**src/rtl/acq_cmd_pkg.sv**
```systemverilog
package acq_cmd_pkg;

    localparam int IRQ_N = 4;

    // Bit order matches the command byte, MSB first.
    typedef struct packed {
        logic             start;
        logic             board_rst;
        logic             ao_rst;
        logic             fifo_rst;
        logic [IRQ_N-1:0] ack;
    } cmd_t;

    typedef struct packed {
        logic start;
        logic board_rst;
        logic ao_rst;
        logic fifo_rst;
    } strobe_t;

    typedef enum logic [1:0] {
        SRC_ADC = 2'd0,
        SRC_DIO = 2'd1,
        SRC_TMR = 2'd2,
        SRC_DMA = 2'd3
    } irq_src_e;

    function automatic cmd_t decode_cmd(input logic wr, input logic [7:0] d);
        return wr ? cmd_t'(d) : '0;
    endfunction

    function automatic logic [7:0] pack_status(input logic bsy, input logic [IRQ_N-1:0] pend);
        return {bsy, 3'b000, pend};
    endfunction

endpackage

```
**src/rtl/acq_cmd_decode.sv**
```systemverilog
module acq_cmd_decode
    import acq_cmd_pkg::*;
(
    input  logic    clk,
    input  logic    rst,
    input  logic    wr_en,
    input  logic [7:0] wr_data,
    input  logic    ext_mode,
    input  logic    ext_trig,
    input  logic    busy,
    output cmd_t    cmd_now,
    output logic    start_req,
    output strobe_t strobe_q
);
    cmd_t cmd_c;

    always_comb begin
        cmd_c = decode_cmd(wr_en, wr_data);
        // Board reset stops conversions, so it also blocks a start.
        start_req = !busy && !cmd_c.board_rst &&
                    (ext_mode ? ext_trig : cmd_c.start);
    end

    assign cmd_now = cmd_c;

    always_ff @(posedge clk) begin
        if (rst) begin
            strobe_q <= '0;
        end else begin
            strobe_q.start     <= start_req;
            strobe_q.board_rst <= cmd_c.board_rst;
            strobe_q.ao_rst    <= cmd_c.ao_rst;
            strobe_q.fifo_rst  <= cmd_c.fifo_rst;
        end
    end
endmodule

```
**src/rtl/acq_irq_latch.sv**
```systemverilog
module acq_irq_latch (
    input  logic clk,
    input  logic rst,
    input  logic kill,
    input  logic set,
    input  logic ack,
    output logic q
);
    always_ff @(posedge clk) begin
        if (rst || kill)  q <= 1'b0;
        else if (set)     q <= 1'b1;
        else if (ack)     q <= 1'b0;
    end
endmodule

```
**src/rtl/acq_conv_stub.sv**
```systemverilog
module acq_conv_stub #(
    parameter int CONV_CYCLES = 16
) (
    input  logic clk,
    input  logic rst,
    input  logic kill,
    input  logic start,
    output logic busy
);
    localparam int CW = $clog2(CONV_CYCLES + 1);

    logic [CW-1:0] remain;

    always_ff @(posedge clk) begin
        if (rst || kill) begin
            busy   <= 1'b0;
            remain <= '0;
        end else if (start) begin
            busy   <= 1'b1;
            remain <= CW'(CONV_CYCLES - 1);
        end else if (busy) begin
            if (remain == '0) busy <= 1'b0;
            else              remain <= remain - 1'b1;
        end
    end
endmodule

```
**src/rtl/acq_fifo_ptr_stub.sv**
```systemverilog
module acq_fifo_ptr_stub #(
    parameter int FIFO_DEPTH = 512
) (
    input  logic clk,
    input  logic rst,
    input  logic kill,
    input  logic push,
    output logic [$clog2(FIFO_DEPTH+1)-1:0] depth,
    output logic [$clog2(FIFO_DEPTH)-1:0]   waddr
);
    localparam int DW = $clog2(FIFO_DEPTH + 1);
    localparam int AW = $clog2(FIFO_DEPTH);

    logic full;
    assign full = (depth == DW'(FIFO_DEPTH));

    always_ff @(posedge clk) begin
        if (rst || kill) begin
            depth <= '0;
            waddr <= '0;
        end else if (push && !full) begin
            depth <= depth + 1'b1;
            waddr <= (waddr == AW'(FIFO_DEPTH - 1)) ? '0 : waddr + 1'b1;
        end
    end
endmodule

```
**src/rtl/acq_ao_stub.sv**
```systemverilog
module acq_ao_stub #(
    parameter int AO_W = 12
) (
    input  logic            clk,
    input  logic            rst,
    input  logic            zero_req,
    input  logic            midscale,
    input  logic            wr,
    input  logic [AO_W-1:0] wdata,
    output logic [AO_W-1:0] level
);
    localparam logic [AO_W-1:0] MID = {1'b1, {(AO_W-1){1'b0}}};

    always_ff @(posedge clk) begin
        if (rst || zero_req) level <= midscale ? MID : '0;
        else if (wr)         level <= wdata;
    end
endmodule

```
**src/rtl/acq_cmd_ctrl.sv**
```systemverilog
module acq_cmd_ctrl
    import acq_cmd_pkg::*;
#(
    parameter int CONV_CYCLES = 16,
    parameter int FIFO_DEPTH  = 512,
    parameter int AO_W        = 12
) (
    input  logic                              clk,
    input  logic                              rst,
    input  logic                              wr_en,
    input  logic [7:0]                        wr_data,
    input  logic                              ext_trig_en,
    input  logic                              ext_trig,
    input  logic                              ao_midscale,
    input  logic                              ao_wr,
    input  logic [AO_W-1:0]                   ao_wdata,
    input  logic                              fifo_push,
    input  logic [3:0]                        irq_evt,
    output logic                              conv_start,
    output logic                              board_rst_pulse,
    output logic                              ao_rst_pulse,
    output logic                              fifo_rst_pulse,
    output logic                              busy,
    output logic [7:0]                        status,
    output logic [3:0]                        irq_pending,
    output logic                              irq_line,
    output logic [$clog2(FIFO_DEPTH+1)-1:0]   fifo_depth,
    output logic [$clog2(FIFO_DEPTH)-1:0]     fifo_waddr,
    output logic [AO_W-1:0]                   ao_level
);
    cmd_t    cmd_now;
    strobe_t strobe_q;
    logic    start_req;

    acq_cmd_decode u_decode (
        .clk      (clk),
        .rst      (rst),
        .wr_en    (wr_en),
        .wr_data  (wr_data),
        .ext_mode (ext_trig_en),
        .ext_trig (ext_trig),
        .busy     (busy),
        .cmd_now  (cmd_now),
        .start_req(start_req),
        .strobe_q (strobe_q)
    );

    acq_conv_stub #(.CONV_CYCLES(CONV_CYCLES)) u_conv (
        .clk  (clk),
        .rst  (rst),
        .kill (cmd_now.board_rst),
        .start(start_req),
        .busy (busy)
    );

    acq_fifo_ptr_stub #(.FIFO_DEPTH(FIFO_DEPTH)) u_fifo (
        .clk  (clk),
        .rst  (rst),
        .kill (cmd_now.board_rst || cmd_now.fifo_rst),
        .push (fifo_push),
        .depth(fifo_depth),
        .waddr(fifo_waddr)
    );

    acq_ao_stub #(.AO_W(AO_W)) u_ao (
        .clk     (clk),
        .rst     (rst),
        .zero_req(cmd_now.ao_rst),
        .midscale(ao_midscale),
        .wr      (ao_wr),
        .wdata   (ao_wdata),
        .level   (ao_level)
    );

    for (genvar k = 0; k < IRQ_N; k++) begin : g_latch
        acq_irq_latch u_latch (
            .clk (clk),
            .rst (rst),
            .kill(cmd_now.board_rst),
            .set (irq_evt[k]),
            .ack (cmd_now.ack[k]),
            .q   (irq_pending[k])
        );
    end

    assign conv_start      = strobe_q.start;
    assign board_rst_pulse = strobe_q.board_rst;
    assign ao_rst_pulse    = strobe_q.ao_rst;
    assign fifo_rst_pulse  = strobe_q.fifo_rst;
    assign irq_line        = |irq_pending;
    assign status          = pack_status(busy, irq_pending);
endmodule

```
**config.mk**
```make
export PLATFORM = sky130hd
export DESIGN_NAME = acq_cmd_ctrl
export DESIGN_NICKNAME = d
export VERILOG_FILES = /design/src/rtl/acq_cmd_pkg.sv /design/src/rtl/acq_cmd_decode.sv /design/src/rtl/acq_irq_latch.sv /design/src/rtl/acq_conv_stub.sv /design/src/rtl/acq_fifo_ptr_stub.sv /design/src/rtl/acq_ao_stub.sv /design/src/rtl/acq_cmd_ctrl.sv
export SDC_FILE = /design/constraint.sdc
export NUM_CORES = 1
export LEC_CHECK = 0
export ABC_CLOCK_PERIOD_IN_PS = 2300
export BUFFER_PORTS_ARGS = -buffer_cell sky130_fd_sc_hd__buf_2
export CAP_MARGIN = 15
export CORE_MARGIN = 3
export CORE_UTILIZATION = 36
export DETAILED_ROUTE_END_ITERATION = 6
export PLACE_DENSITY_LB_ADDON = 0.12
export SKIP_CTS_REPAIR_TIMING = 1
export SYNTH_ARGS = -nofsm -noshare
export SYNTH_HDL_FRONTEND = slang
export SYNTH_SLANG_ARGS = --single-unit
```
**constraint.sdc**
```tcl
create_clock -name clk -period 2.3 [get_ports clk]
set_input_delay 0 -clock clk [delete_from_list [all_inputs] [get_ports clk]]
set_output_delay 0 -clock clk [all_outputs]
set_load 0.005 [all_outputs]
```
==> impl_metrics.csv, run 1 <==
group,metric,value,unit
run_status,status,"finished, final reports clean",
finish,final_area,2770,um^2
die,start_util,0.377,
synth,synthTopCellsByArea,"dfxtp_1 31%, edfxtp_1 17%, a21oi_1 5.7%",
synth,ys.warnings.count,0,
critical_path,reg2reg_slack,0.11,ns
synth,async_flop_share,0,
grt,antenna_found_initial,0,
clock_network,path_clk_slew,0.09,ns
detailed_routing,drtIter0Drc,81,
detailed_routing,wl_per_cell,12.0,um
synth,synth_commonest_cells,"33 x dfxtp_1, 24 x a21oi_1, 23 x nand2_1",
finish,drive_gt1_frac,0.324,
synth,ys_seq_elements,45,
timing,rsz0062_at_grt,"no",
grt,grt_pass1_vias,1521,
die,fp.dieH,82.4,um
timing,fin_crit_sh,0.951,
detailed_routing,avgViaCountPerCell,4.68,
critical_path,path_common_cell,"and3_1",
detailed_routing,vias,1813,
grt,grt_overflow_total,0,
die,dieArea,6800,um^2
synth,synth_edf_count,12,
critical_path,r2r_end,"u_fifo.waddr[2]$_SDFFE_PP0P_",
clock_network,cts_buffer_depth,2,
critical_path,worstSetupEndpointType,"flip-flop",
timing,min_period,2.19,ns
synth,synth_flop_cell,"dfxtp_1",
detailed_routing,drt-total-wl,4.63,mm
placed_design,place.gp.congestion,0.797,
die,die_x,82.4,um
clock_network,cts_root_buf,"clkbuf_8",
placed_design,dpl.hpwl,3.26,mm
clock_network,clkSinkCount,45,
critical_path,r2r_start,"u_fifo.waddr[0]$_SDFFE_PP0P_",
placed_design,placed_cell_area,2480,um^2
detailed_routing,drc,0,
power_and_ir_drop,power_density,565,nW/um^2
grt,grt_max_degree,19,
synth,synth_area_per_cell,9.47,um^2
timing,finalHoldViolCount,0,
finish,diodes,0,
synth,synth_cells,222,
finish,utilization,0.497,
timing,tns,0,ns
synth,mappedNetlistArea,2100,um^2
critical_path,critPathLaunchType,"flip-flop",
power_and_ir_drop,ir_drop,0.226,mV
timing,finalSetupViolCount,0,
die,ios,81,
critical_path,rr_worst_depth,7,
min_path,hold_depth,4,
min_path,hp-start,"wr_data[0]",
synth,post-synth-top-area-fraction,0.314,
critical_path,cp.required,2.53,ns
power_and_ir_drop,p_leak,1.24,nW
clock_network,clkLatencyLatePin,0.29,ns
detailed_routing,dr.pass1.iters,4,
synth,yosys.cell_count.top_type,"dfxtp_1",
grt,grt.total_usage,0.134,
critical_path,critPathMaxFanout,6,
min_path,holdPathEnd,"g_latch[0].u_latch.q$_SDFFE_PP0P_",
clock_network,cts_made_buffers,5,
critical_path,arrival,2.41,ns
placed_design,portBuffers,77,
timing,drv_slew,0,
timing,fin_skew,0.00452,ns
grt,grt_pass1_wl,6.97,mm
clock_network,htree_levels,2,
timing,slew_headroom,0.643,
timing,worst_slew_pin_slew,0.536,ns
timing,fin_hold_ws,0.000890,ns
synth,yosysSeqAreaShare,0.485,
die,std_cell_rows,27,
synth,synth_cell_type_count,40,
critical_path,max_stage_delay,0.63,ns
synth,yosys.area.top_type,"dfxtp_1",
clock_network,cts_tree,"yes",
finish,syn2layout_area_growth,31.7,%
detailed_routing,drtAntennaViolNets,0,
critical_path,crit_start,"u_fifo.waddr[0]$_SDFFE_PP0P_",
critical_path,critical_path_class,"reg -> reg",
die,coreArea,5570,um^2
finish,final_nets,353,
min_path,hold_path.class,"in -> reg",
run,cap_violations,0,
critical_path,path_cells,"ha_1 -> and3_4 -> and3_1 -> and3_1 -> ha_2 -> or4b_2 -> a21oi_1",
timing,fmax,457,MHz
critical_path,crit_slowest_cell,"or4b_2",
-- layer usage --
layer	global-route usage	up-vias	share of wire	routed length, um
li1	-	944	-	-
met1	0.175	824	0.47	2190
met2	0.209	41	0.46	2130
met3	0.0401	4	0.055	256
met4	0.0498	0	0.011	49
met5	0	-	0	0
-- state kept, by name, summed over array words and instances (netlist names) --
register           flops
u_conv.remain          5
u_fifo.waddr           9
u_fifo.depth          10
u_conv.busy            1
g_latch.u_latch.q      4
u_ao.level            12
u_decode.strobe_q      4
-- how the worst max path moves through the flow --
stage | slack (ns) | end
floorplan | 0.02 | u_fifo.waddr[2]$_SDFFE_PP0P_
global placement | 0.09 | u_fifo.waddr[3]$_SDFFE_PP0P_
detailed placement | 0.04 | u_fifo.waddr[3]$_SDFFE_PP0P_
CTS | 0.01 | u_fifo.waddr[3]$_SDFFE_PP0P_
global route | 0.004 | u_fifo.waddr[3]$_SDFFE_PP0P_
finish | 0.11 | u_fifo.waddr[2]$_SDFFE_PP0P_
-- cell usage in the layout, fill, tap and decap left out, types with 4 or more instances in the layout --
cell type / n
xor2_1: 7
dfxtp_1: 33
dlygate4sd3_1: 20
inv_1: 4
buf_4: 6
nor2_1: 22
buf_2: 77
o21ai_0: 7
edfxtp_1: 12
clkbuf_8: 5
a21oi_1: 24
nand3_1: 7
nand4_1: 6
and2_1: 11
nand2_1: 23
ha_1: 6
-- through the flow --
stage / setup slack, ns / power (mW) / std cells
5_1_grt: 0.00372 / 1.66 / 387
6_report: 0.114 / 1.56 / 387
2_1_floorplan: 0.0183 / 1.01 / 224
3_5_place_dp: 0.0383 / 1.08 / 359
4_1_cts: 0.0114 / 1.57 / 367
3_3_place_gp: 0.0882 / 1.08 / 359
-- cells by family (layout without fill, tap and decap cells) --
logic type / count (synthesis) / in the layout / synth area share
other cells: 1 / 3 / 0.00178
simple gates: 93 / 93 / 0.230
xor+xnor: 9 / 9 / 0.0375
mux: 1 / 1 / 0.00535
fa+ha+maj: 7 / 7 / 0.0416
buf+inv: 24 / 115 / 0.0809
flops: 45 / 45 / 0.485
compound gates: 42 / 42 / 0.118
-- worst max-delay path: cells and delay by family, from the launching register on --
| kind | cells | cell delay, ns |
|---|---|---|
| compound gates | 1 | 0.16 |
| fa+ha+maj | 2 | 0.43 |
| flops | 1 | 0.32 |
| simple gates | 4 | 1.22 |
-- layout make-up --
| type | instances | area, um^2 |
|---|---|---|
| flip-flops and latches | 45 | 1020 |
| clock buffers | 5 | 68.8 |
| inverters | 4 | 15.0 |
| fillers | 562 | 2800 |
| well taps | 72 | 90.1 |
| multi-input cells | 155 | 927 |
| repair buffers | 103 | 631 |
| clock inverters | 3 | 17.5 |
-- where the power goes --
group / total [mW] / internal (mW) / switching, mW / leakage [nW]
registers: 0.873 / 0.854 / 0.0194 / 0.399
clock network: 0.480 / 0.210 / 0.270 / 0.0455
logic: 0.211 / 0.112 / 0.0996 / 0.792
total: 1.56 / 1.18 / 0.389 / 1.24
Power figures use the tool's default switching activity.
==> inputs of run 2 (changes only) <==
--- a/config.mk
+++ b/config.mk
@@ -8,7 +8,6 @@
 export ABC_CLOCK_PERIOD_IN_PS = 2300
 export BUFFER_PORTS_ARGS = -buffer_cell sky130_fd_sc_hd__buf_2
 export CAP_MARGIN = 15
-export CORE_MARGIN = 3
 export CORE_UTILIZATION = 36
 export DETAILED_ROUTE_END_ITERATION = 6
 export PLACE_DENSITY_LB_ADDON = 0.12
==> impl_metrics.csv, run 2 (synthesis gave the netlist of run 1 again) <==
group,metric,value,unit
run_status,status,"complete, but fails checks",
run_status,violations,"hold timing",
power_and_ir_drop,clkPwrFrac,0.346,
finish,final_cell_mix,"77 x buf_2, 32 x dfxtp_1, 24 x a21oi_1",
timing,min_period,2.18,ns
placed_design,place_ws,0.0474,ns
placed_design,dp_cells,359,
min_path,hold_path.class,"in -> reg",
power_and_ir_drop,p_leak,1.24,nW
finish,final_common_cell,"buf_2",
finish,final_area,2770,um^2
timing,drv_slew,0,
power_and_ir_drop,internal_power,1.28,mW
placed_design,place.gp.congestion,0.744,
critical_path,worstSetupEndpointType,"flip-flop",
timing,fin_crit_sh,0.948,
timing,rsz0062_at_grt,"no",
finish,largest_reg_flops,12,
grt,grt_max_degree,19,
timing,finalSetupViolCount,0,
die,fp.dieH,78.4,um
timing,fin_hold_ws,-0.0139,ns
detailed_routing,drtIter0Drc,62,
run,cap_violations,0,
timing,tns,0,ns
clock_network,htree_levels,2,
detailed_routing,wl_met1,2.13,mm
detailed_routing,met2_wirelength,2.08,mm
detailed_routing,routed.top_layer,"met4",
timing,fin_ws,0.120,ns
detailed_routing,avgViaCountPerCell,4.76,
detailed_routing,vias,1831,
detailed_routing,drt-total-wl,4.46,mm
power_and_ir_drop,p_seq_frac,0.528,
detailed_routing,drtAntennaViolNets,0,
die,coreArea,5570,um^2
clock_network,cts_buffer_depth,2,
placed_design,portBuffers,77,
grt,grt_pass1_wl,6.89,mm
power_and_ir_drop,ir_drop,0.290,mV
finish,final_nets,351,
clock_network,clkSinkCount,45,
placed_design,dpl.hpwl,3.16,mm
power_and_ir_drop,power.switching,0.371,mW
power_and_ir_drop,power_density,597,nW/um^2
placed_design,placed_cell_area,2480,um^2
die,dieArea,6150,um^2
clock_network,clkLatencyLatePin,0.29,ns
finish,top_register,"u_ao.level",
critical_path,critPathLaunchType,"flip-flop",
die,std_cell_rows,27,
clock_network,cts_root_buf,"clkbuf_8",
die,start_util,0.377,
clock_network,cts_tree,"yes",
finish,diodes,0,
detailed_routing,wl_per_cell,11.6,um
power_and_ir_drop,share_comb_of_total_power,0.126,
clock_network,path_clk_slew,0.09,ns
timing,finalHoldViolCount,1,
grt,grt.total_usage,0.141,
detailed_routing,dr.pass1.iters,4,
detailed_routing,drc,0,
detailed_routing,wl_met3,208,um
critical_path,cp.required,2.52,ns
clock_network,cts_made_buffers,5,
critical_path,critPathMaxFanout,5,
timing,slew_headroom,0.635,
timing,worst_slew_pin_slew,0.547,ns
die,ios,81,
finish,drive_gt1_frac,0.326,
grt,antenna_found_initial,0,
timing,fmax,459,MHz
grt,grt_overflow_total,0,
critical_path,critical_path_class,"reg -> reg",
critical_path,arrival,2.40,ns
power_and_ir_drop,swShare,0.224,
finish,n_fill_cell,540,
timing,fin_skew,0.00626,ns
die,die_x,78.4,um
grt,grt_pass1_vias,1510,
finish,final_cells,385,
power_and_ir_drop,design_power_total,1.66,mW
critical_path,reg2reg_slack,0.12,ns
finish,syn2layout_area_growth,31.8,%
finish,largest_registers,"u_ao.level x12, u_fifo.depth x10, u_fifo.waddr x9",
## run 2: cell count changes in the layout (fill, tap and decap cells not counted), sizes merged
cell	change
clkinv	-2
dlygate4sd3	-2
bufinv	+1
clkbuf	+1
## run 2: metal layers
layer  GRT usage  vias to the layer above
met5           0                        -
met4      0.0444                        0
met3      0.0372                        4
met2       0.227                       43
met1       0.184                      850
li1            -                      934
## run 2: worst max-delay path, stage by stage (launching register included)
cell     delay [ns]
dfxtp_2        0.34
ha_1           0.21
and3_4         0.20
and3_1         0.19
and3_1         0.20
ha_2           0.20
or4_2          0.63
a21oi_1        0.14
## run 2: final cells by class
cell class	count	area (um^2)	area share
Timing Repair Buffer	101	611	0.220
Tap cell	72	90.1	0.0325
Inverter	4	15.0	0.00542
Clock buffer	6	72.6	0.0262
Clock inverter	2	33.8	0.0122
Sequential cell	45	1020	0.369
Multi-Input combinational cell	155	927	0.335
## run 2: power groups by stage
stage,Clock [mW],Combinational [mW],Sequential [mW]
after global placement,0,0.185,0.891
after floorplan,0,0.115,0.896
final,0.573,0.208,0.874
after CTS,0.596,0.186,0.874
after global routing,0.628,0.233,0.880
after detailed placement,0,0.185,0.893
## run 2: final timing paths
check | startpoint | end | cells past startpoint
worst max-delay path | u_fifo.waddr[1]$_SDFFE_PP0P_ | u_fifo.waddr[3]$_SDFFE_PP0P_ | 7
worst min register to register | u_fifo.waddr[1]$_SDFFE_PP0P_ | u_fifo.waddr[1]$_SDFFE_PP0P_ | 2
worst min-delay path | ao_wdata[8] | u_ao.level[8]$_SDFFCE_PP0P_ | 2
worst max register to register | u_fifo.waddr[1]$_SDFFE_PP0P_ | u_fifo.waddr[3]$_SDFFE_PP0P_ | 7
## run 2: stage by stage
| stage | utilization | hold WS, ns |
|---|---|---|
| 2_1_floorplan | - | 0.0720 |
| 3_3_place_gp | 0.444 | 0.204 |
| 3_5_place_dp | 0.444 | 0.212 |
| 4_1_cts | 0.463 | -0.0912 |
| 5_1_grt | 0.497 | 0.00269 |
| 6_report | 0.497 | -0.0139 |
